--- src/rtl/irqmu_pkg.sv ---
package irqmu_pkg;
  localparam int ADDR_W = 8;
  localparam int DATA_W = 32;

  localparam logic [ADDR_W-1:0] A_TX_RAW  = 8'h80;
  localparam logic [ADDR_W-1:0] A_TX_MSK  = 8'h84;
  localparam logic [ADDR_W-1:0] A_TX_SET  = 8'h88;
  localparam logic [ADDR_W-1:0] A_TX_CLR  = 8'h8C;
  localparam logic [ADDR_W-1:0] A_VECTOR  = 8'h90;
  localparam logic [ADDR_W-1:0] A_EOI     = 8'h94;
  localparam logic [ADDR_W-1:0] A_RX_RAW  = 8'hA0;
  localparam logic [ADDR_W-1:0] A_RX_MSK  = 8'hA4;
  localparam logic [ADDR_W-1:0] A_RX_SET  = 8'hA8;
  localparam logic [ADDR_W-1:0] A_RX_CLR  = 8'hAC;
  localparam logic [ADDR_W-1:0] A_ER_RAW  = 8'hB0;
  localparam logic [ADDR_W-1:0] A_ER_MSK  = 8'hB4;
  localparam logic [ADDR_W-1:0] A_ER_SET  = 8'hB8;
  localparam logic [ADDR_W-1:0] A_ER_CLR  = 8'hBC;

  localparam int ERR_W        = 2;
  localparam int HOST_ERR_BIT = 1;

  localparam int VEC_TX_LSB = 0;
  localparam int VEC_RX_LSB = 8;
  localparam int VEC_ER_LSB = 16;
endpackage

--- src/rtl/irqmu_group.sv ---
module irqmu_group #(
  parameter int W = 8
) (
  input  logic         clk,
  input  logic         rst,
  input  logic [W-1:0] evt,
  input  logic [W-1:0] ack,
  input  logic         set_we,
  input  logic         clr_we,
  input  logic [W-1:0] wbits,
  output logic [W-1:0] raw,
  output logic [W-1:0] enable,
  output logic [W-1:0] masked
);
  always_ff @(posedge clk) begin
    if (rst) begin
      raw <= '0;
    end else begin
      raw <= (raw & ~ack) | evt;
    end
  end

  always_ff @(posedge clk) begin
    if (rst) begin
      enable <= '0;
    end else if (set_we) begin
      enable <= enable | wbits;
    end else if (clr_we) begin
      enable <= enable & ~wbits;
    end
  end

  assign masked = raw & enable;

  AST_EVT_SETS: assert property (@(posedge clk) disable iff (rst)
    (|evt) |=> ((raw & $past(evt)) == $past(evt)));
  AST_ACK_CLEARS: assert property (@(posedge clk) disable iff (rst)
    (|(ack & ~evt)) |=> ((raw & $past(ack & ~evt)) == '0));
  AST_SET_ONES: assert property (@(posedge clk) disable iff (rst)
    set_we |=> (((enable & $past(wbits)) == $past(wbits)) &&
                ((enable & ~$past(wbits)) == ($past(enable) & ~$past(wbits)))));
  AST_CLR_ONES: assert property (@(posedge clk) disable iff (rst)
    (clr_we && !set_we) |=> (((enable & $past(wbits)) == '0) &&
                ((enable & ~$past(wbits)) == ($past(enable) & ~$past(wbits)))));
  AST_MASK_HOLD: assert property (@(posedge clk) disable iff (rst)
    (!set_we && !clr_we) |=> $stable(enable));
endmodule

--- src/rtl/irqmu_regif.sv ---
module irqmu_regif
  import irqmu_pkg::*;
#(
  parameter int NUM_TX = 8,
  parameter int NUM_RX = 8
) (
  input  logic              clk,
  input  logic              rst,
  input  logic              wr_en,
  input  logic              rd_en,
  input  logic [ADDR_W-1:0] addr,
  input  logic [NUM_TX-1:0] tx_raw,
  input  logic [NUM_TX-1:0] tx_en,
  input  logic [NUM_TX-1:0] tx_msk,
  input  logic [NUM_RX-1:0] rx_raw,
  input  logic [NUM_RX-1:0] rx_en,
  input  logic [NUM_RX-1:0] rx_msk,
  input  logic [ERR_W-1:0]  er_raw,
  input  logic [ERR_W-1:0]  er_en,
  input  logic [ERR_W-1:0]  er_msk,
  output logic              tx_set_we,
  output logic              tx_clr_we,
  output logic              rx_set_we,
  output logic              rx_clr_we,
  output logic              er_set_we,
  output logic              er_clr_we,
  output logic              eoi_we,
  output logic [DATA_W-1:0] rd_data
);
  logic [DATA_W-1:0] rd_next;
  logic [DATA_W-1:0] vec;

  assign tx_set_we = wr_en && (addr == A_TX_SET);
  assign tx_clr_we = wr_en && (addr == A_TX_CLR);
  assign rx_set_we = wr_en && (addr == A_RX_SET);
  assign rx_clr_we = wr_en && (addr == A_RX_CLR);
  assign er_set_we = wr_en && (addr == A_ER_SET);
  assign er_clr_we = wr_en && (addr == A_ER_CLR);
  assign eoi_we    = wr_en && (addr == A_EOI);

  always_comb begin
    vec = '0;
    vec[VEC_TX_LSB +: NUM_TX] = tx_msk;
    vec[VEC_RX_LSB +: NUM_RX] = rx_msk;
    vec[VEC_ER_LSB +: ERR_W]  = er_msk;
  end

  always_comb begin
    rd_next = '0;
    case (addr)
      A_TX_RAW:           rd_next[NUM_TX-1:0] = tx_raw;
      A_TX_MSK:           rd_next[NUM_TX-1:0] = tx_msk;
      A_TX_SET, A_TX_CLR: rd_next[NUM_TX-1:0] = tx_en;
      A_RX_RAW:           rd_next[NUM_RX-1:0] = rx_raw;
      A_RX_MSK:           rd_next[NUM_RX-1:0] = rx_msk;
      A_RX_SET, A_RX_CLR: rd_next[NUM_RX-1:0] = rx_en;
      A_ER_RAW:           rd_next[ERR_W-1:0]  = er_raw;
      A_ER_MSK:           rd_next[ERR_W-1:0]  = er_msk;
      A_ER_SET, A_ER_CLR: rd_next[ERR_W-1:0]  = er_en;
      A_VECTOR:           rd_next = vec;
      default:            rd_next = '0;
    endcase
  end

  always_ff @(posedge clk) begin
    if (rst) begin
      rd_data <= '0;
    end else if (rd_en) begin
      rd_data <= rd_next;
    end
  end

  AST_ONE_WRITE: assert property (@(posedge clk) disable iff (rst)
    $countones({tx_set_we, tx_clr_we, rx_set_we, rx_clr_we,
                er_set_we, er_clr_we, eoi_we}) <= 1);
  AST_RD_HOLD: assert property (@(posedge clk) disable iff (rst)
    !rd_en |=> $stable(rd_data));
endmodule

--- src/rtl/irqmu_top.sv ---
module irqmu_top
  import irqmu_pkg::*;
#(
  parameter int NUM_TX = 8,
  parameter int NUM_RX = 8
) (
  input  logic              clk,
  input  logic              rst,
  input  logic              wr_en,
  input  logic              rd_en,
  input  logic [7:0]        addr,
  input  logic [31:0]       wr_data,
  output logic [31:0]       rd_data,
  input  logic [NUM_TX-1:0] tx_done,
  input  logic [NUM_TX-1:0] tx_ack,
  input  logic [NUM_RX-1:0] rx_done,
  input  logic [NUM_RX-1:0] rx_ack,
  input  logic              host_err,
  input  logic              host_err_ack,
  output logic              irq
);
  logic [NUM_TX-1:0] tx_raw, tx_en, tx_msk;
  logic [NUM_RX-1:0] rx_raw, rx_en, rx_msk;
  logic [ERR_W-1:0]  er_raw, er_en, er_msk;
  logic [ERR_W-1:0]  er_evt, er_ack;
  logic tx_set_we, tx_clr_we, rx_set_we, rx_clr_we, er_set_we, er_clr_we, eoi_we;
  logic any_pending;

  always_comb begin
    er_evt = '0;
    er_ack = '0;
    er_evt[HOST_ERR_BIT] = host_err;
    er_ack[HOST_ERR_BIT] = host_err_ack;
  end

  irqmu_group #(.W(NUM_TX)) u_tx (
    .clk(clk), .rst(rst), .evt(tx_done), .ack(tx_ack),
    .set_we(tx_set_we), .clr_we(tx_clr_we), .wbits(wr_data[NUM_TX-1:0]),
    .raw(tx_raw), .enable(tx_en), .masked(tx_msk));

  irqmu_group #(.W(NUM_RX)) u_rx (
    .clk(clk), .rst(rst), .evt(rx_done), .ack(rx_ack),
    .set_we(rx_set_we), .clr_we(rx_clr_we), .wbits(wr_data[NUM_RX-1:0]),
    .raw(rx_raw), .enable(rx_en), .masked(rx_msk));

  irqmu_group #(.W(ERR_W)) u_er (
    .clk(clk), .rst(rst), .evt(er_evt), .ack(er_ack),
    .set_we(er_set_we), .clr_we(er_clr_we), .wbits(wr_data[ERR_W-1:0]),
    .raw(er_raw), .enable(er_en), .masked(er_msk));

  irqmu_regif #(.NUM_TX(NUM_TX), .NUM_RX(NUM_RX)) u_regif (
    .clk(clk), .rst(rst), .wr_en(wr_en), .rd_en(rd_en), .addr(addr),
    .tx_raw(tx_raw), .tx_en(tx_en), .tx_msk(tx_msk),
    .rx_raw(rx_raw), .rx_en(rx_en), .rx_msk(rx_msk),
    .er_raw(er_raw), .er_en(er_en), .er_msk(er_msk),
    .tx_set_we(tx_set_we), .tx_clr_we(tx_clr_we),
    .rx_set_we(rx_set_we), .rx_clr_we(rx_clr_we),
    .er_set_we(er_set_we), .er_clr_we(er_clr_we),
    .eoi_we(eoi_we), .rd_data(rd_data));

  assign any_pending = (|tx_msk) | (|rx_msk) | (|er_msk);

  always_ff @(posedge clk) begin
    if (rst) begin
      irq <= 1'b0;
    end else begin
      irq <= any_pending & ~eoi_we;
    end
  end

  AST_EOI_DROP: assert property (@(posedge clk) disable iff (rst)
    eoi_we |=> !irq);
  AST_IRQ_RISE: assert property (@(posedge clk) disable iff (rst)
    (any_pending && !eoi_we) |=> irq);
  AST_IRQ_IDLE: assert property (@(posedge clk) disable iff (rst)
    !any_pending |=> !irq);
endmodule

--- config.mk ---
export PLATFORM = sky130hd
export DESIGN_NAME = irqmu_top
export DESIGN_NICKNAME = d
export VERILOG_FILES = /design/src/rtl/irqmu_pkg.sv /design/src/rtl/irqmu_group.sv /design/src/rtl/irqmu_regif.sv /design/src/rtl/irqmu_top.sv
export SDC_FILE = /design/constraint.sdc
export NUM_CORES = 1
export LEC_CHECK = 0
export BUFFER_PORTS_ARGS = -buffer_cell sky130_fd_sc_hd__buf_2
export CELL_PAD_IN_SITES_DETAIL_PLACEMENT = 0
export CELL_PAD_IN_SITES_GLOBAL_PLACEMENT = 1
export CORE_ASPECT_RATIO = 0.75
export CORE_MARGIN = 1.5
export CORE_UTILIZATION = 35
export CTS_BUF_LIST = sky130_fd_sc_hd__clkbuf_16
export DETAILED_ROUTE_END_ITERATION = 12
export HOLD_SLACK_MARGIN = 0.02
export PLACE_DENSITY = 0.75
export REMOVE_ABC_BUFFERS = 1
export SLEW_MARGIN = 40
export SYNTH_ARGS = -nofsm -noshare
export SYNTH_HDL_FRONTEND = slang
export SYNTH_HIERARCHICAL = 1
export SYNTH_SLANG_ARGS = --single-unit
--- constraint.sdc ---
create_clock -name clk -period 2.6 [get_ports clk]
set_input_delay 0.78 -clock clk [delete_from_list [all_inputs] [get_ports clk]]
set_output_delay 0.78 -clock clk [all_outputs]
set_load 0.02 [all_outputs]
==> impl_metrics.json <==
{
  "rsz0062_at_grt": "no",
  "cts.sinks": 55,
  "fin_area_um2": 3760,
  "critical_path.max_fanout": 12,
  "synthesis.instances": 367,
  "synthMuxAreaShare_pct": 2.29,
  "critPathRequiredTime_ns": 2.83,
  "final_util_pct": 44.1,
  "synth-compound-area-share_pct": 26.3,
  "pwr-share-seq_pct": 50.2,
  "antenna_found_initial": 0,
  "via_per_inst": 5.17,
  "synth_area_um2": 3110,
  "grt_pass1_wl_mm": 14.4,
  "switching_share_pct": 26.0,
  "power_leakage_nw": 1.53,
  "status": "finished, final reports clean",
  "fin_nets": 523,
  "gp_congestion": 0.877,
  "start_util_pct": 36.5,
  "hp-class": "register to register",
  "num_io_pins": 111,
  "core_area_um2": 8530,
  "hold_violations": 0,
  "crit_slowest_cell": "or4_1",
  "synth_flop_cell": "dfxtp_1",
  "post-route-min-period_ns": 2.11,
  "cts_max_path_buffers": 2,
  "skew_ns": 0.00346,
  "synthAdderAreaFrac_pct": 0,
  "hpwlAfterDp_mm": 6.61,
  "postRouteAntennaNets": 0,
  "portBuffers": 72,
  "critPathLaunchType": "input port",
  "drc": 0,
  "setup_tns_ns": 0,
  "synth_seq_area_share_pct": 35.4,
  "synthArstFlopShare_pct": 0,
  "placed_cells": 546,
  "layout_common_cells": "buf_2 (72), dfxtp_1 (55), nand2_1 (31), nor2_1 (29), a21oi_1 (28)",
  "grt-ovfl-total": 0,
  "power.internal_mw": 1.30,
  "worstSetupEndpointType": "register",
  "startpoint": "addr[3]",
  "grt_pass1_vias": 2794,
  "cp.arrival_ns": 2.34,
  "syn_area_per_cell_um2": 8.48,
  "slew_viol_final": 0,
  "area_growth_pct": 20.9,
  "ir_worst_vdd_mv": 0.257,
  "totalWireLength_mm": 8.74,
  "cts_tree": "built",
  "placed_area_um2": 3620,
  "hp-start": "u_tx/raw[7]",
  "n_antenna_cell": 0,
  "grtUsageTotal_pct": 19.1,
  "dieArea_um2": 9470,
  "path_cells": "buf_2, or4_1, nor3_4, buf_12, a22oi_2, nor2_1",
  "drt_iter0_drc": 126,
  "synth_xor_area_share_pct": 0.281,
  "synth-simple-area-share_pct": 25.3,
  "fin_cells": 554,
  "ctsHoldBuffers": 0,
  "clkPwrFrac_pct": 37.8,
  "clk_latency_ns": 0.29,
  "via_count": 2863,
  "fmax_ghz": 0.474,
  "mostFrequentLayoutCell": "buf_2",
  "fp.dieH_um": 84.7,
  "root_buffer": "clkbuf_16",
  "drt_pass1_iterations": 4,
  "cts_resized": 0,
  "grt_max_degree": 46,
  "critPathKind": "input port to register",
  "synth_top_family_by_area": "compound AO/OA/AOI/OAI gates",
  "synth_edf_count": 0,
  "synth.yosys.warnings": 6,
  "yosysUniqueCellTypes": 54,
  "cts_setup_buffers": 0,
  "rows": 29,
  "r2r-start": "u_rx/raw[1]",
  "min_period_over_period_pct": 81.1,
  "wl_per_cell_um": 15.8,
  "setup_viol": 0,
  "numCtsBuffers": 5,
  "slowest_delay_ns": 0.74,
  "finalPower_mw": 1.76,
  "maxCapViolCount": 0,
  "htreeDepth": 2,
  "p_comb_share_pct": 12.0,
  "p_per_area_nw_per_um2": 468,
  "die_width_um": 112,
  "ys_ff_latch": 55,
  "layout-drive-gt1-share_pct": 30.7,
  "p_sw_mw": 0.457,
  "cts.clk_slew.worst_paths_ns": 0.07
}
Yosys cell counts, types with 6 or more instances:
library cell  number  area, um2
a211oi_1           7       52.6
a21bo_1           16        160
a21oi_1           28        140
a21oi_2           14        123
a221oi_1           6       52.6
a22oi_2           10        125
and2_1            16        100
buf_4             14        105
clkbuf_1           9       33.8
dfxtp_1           55       1100
inv_1             19       71.3
mux2i_1            6       60.1
nand2_1           31        116
nand2b_1          21        131
nand3b_1           9       67.6
nor2_1            29        109
nor4_1             6       37.5
o21ai_0           10       50.1
critical path, delay by kind of cell:
kind	cells	cell delay (ns)
and+or+nand+nor	3	1.13
buffers and inverters	2	0.36
AOI/OAI and AO/OA	1	0.06
area by class of cell:
type                    count  area (um2)
clock buffers               5         125
clock inverters             3        20.0
fillers                   841        4770
inverters                  20        75.1
multi-input cells         268        1750
flip-flops and latches     55        1100
well taps                 108         135
repair buffers             95         558
through the flow:
stage / worst slack [ns] / hold slack, ns
after floorplan: 0.434 / 0.448
after global placement: 0.238 / 0.478
after detailed placement: 0.192 / 0.481
after CTS: 0.497 / 0.491
after global routing: 0.421 / 0.514
final: 0.492 / 0.488
metal layers:
metal,vias up,share of wire (%),routed length (um),track usage [%]
met2,107,43,3770,28.6
met1,1349,48,4210,28.1
li1,1397,-,-,-
met5,-,0,0,0
met3,10,7.7,675,3.97
met4,0,0.95,83,4.60
path summary, 6_finish.rpt:
kind,to,slack (ns),depth (start not counted)
worst max-delay path,u_regif/rd_data[12],0.49,6
worst min-delay path,u_tx/raw[7],0.49,2
worst max register to register,u_regif/rd_data[1],1.12,5
worst min register to register,u_tx/raw[7],0.49,2
logic make-up after synthesis:
group                  after synthesis
AND/OR/NAND/NOR                    139
flip-flops                          55
XOR/XNOR                             1
multiplexers                         7
AO/OA/AOI/OAI                      105
other                                2
buffers and inverters               58
power groups by stage:
stage | clock (mW) | sequential, mW | combinational [mW]
after global placement | 0 | 0.903 | 0.207
after floorplan | 0 | 0.901 | 0.0820
after global routing | 0.726 | 0.887 | 0.234
final | 0.666 | 0.884 | 0.211
after CTS | 0.691 | 0.883 | 0.210
after detailed placement | 0 | 0.904 | 0.209
(Power assumes the default switching activity.)
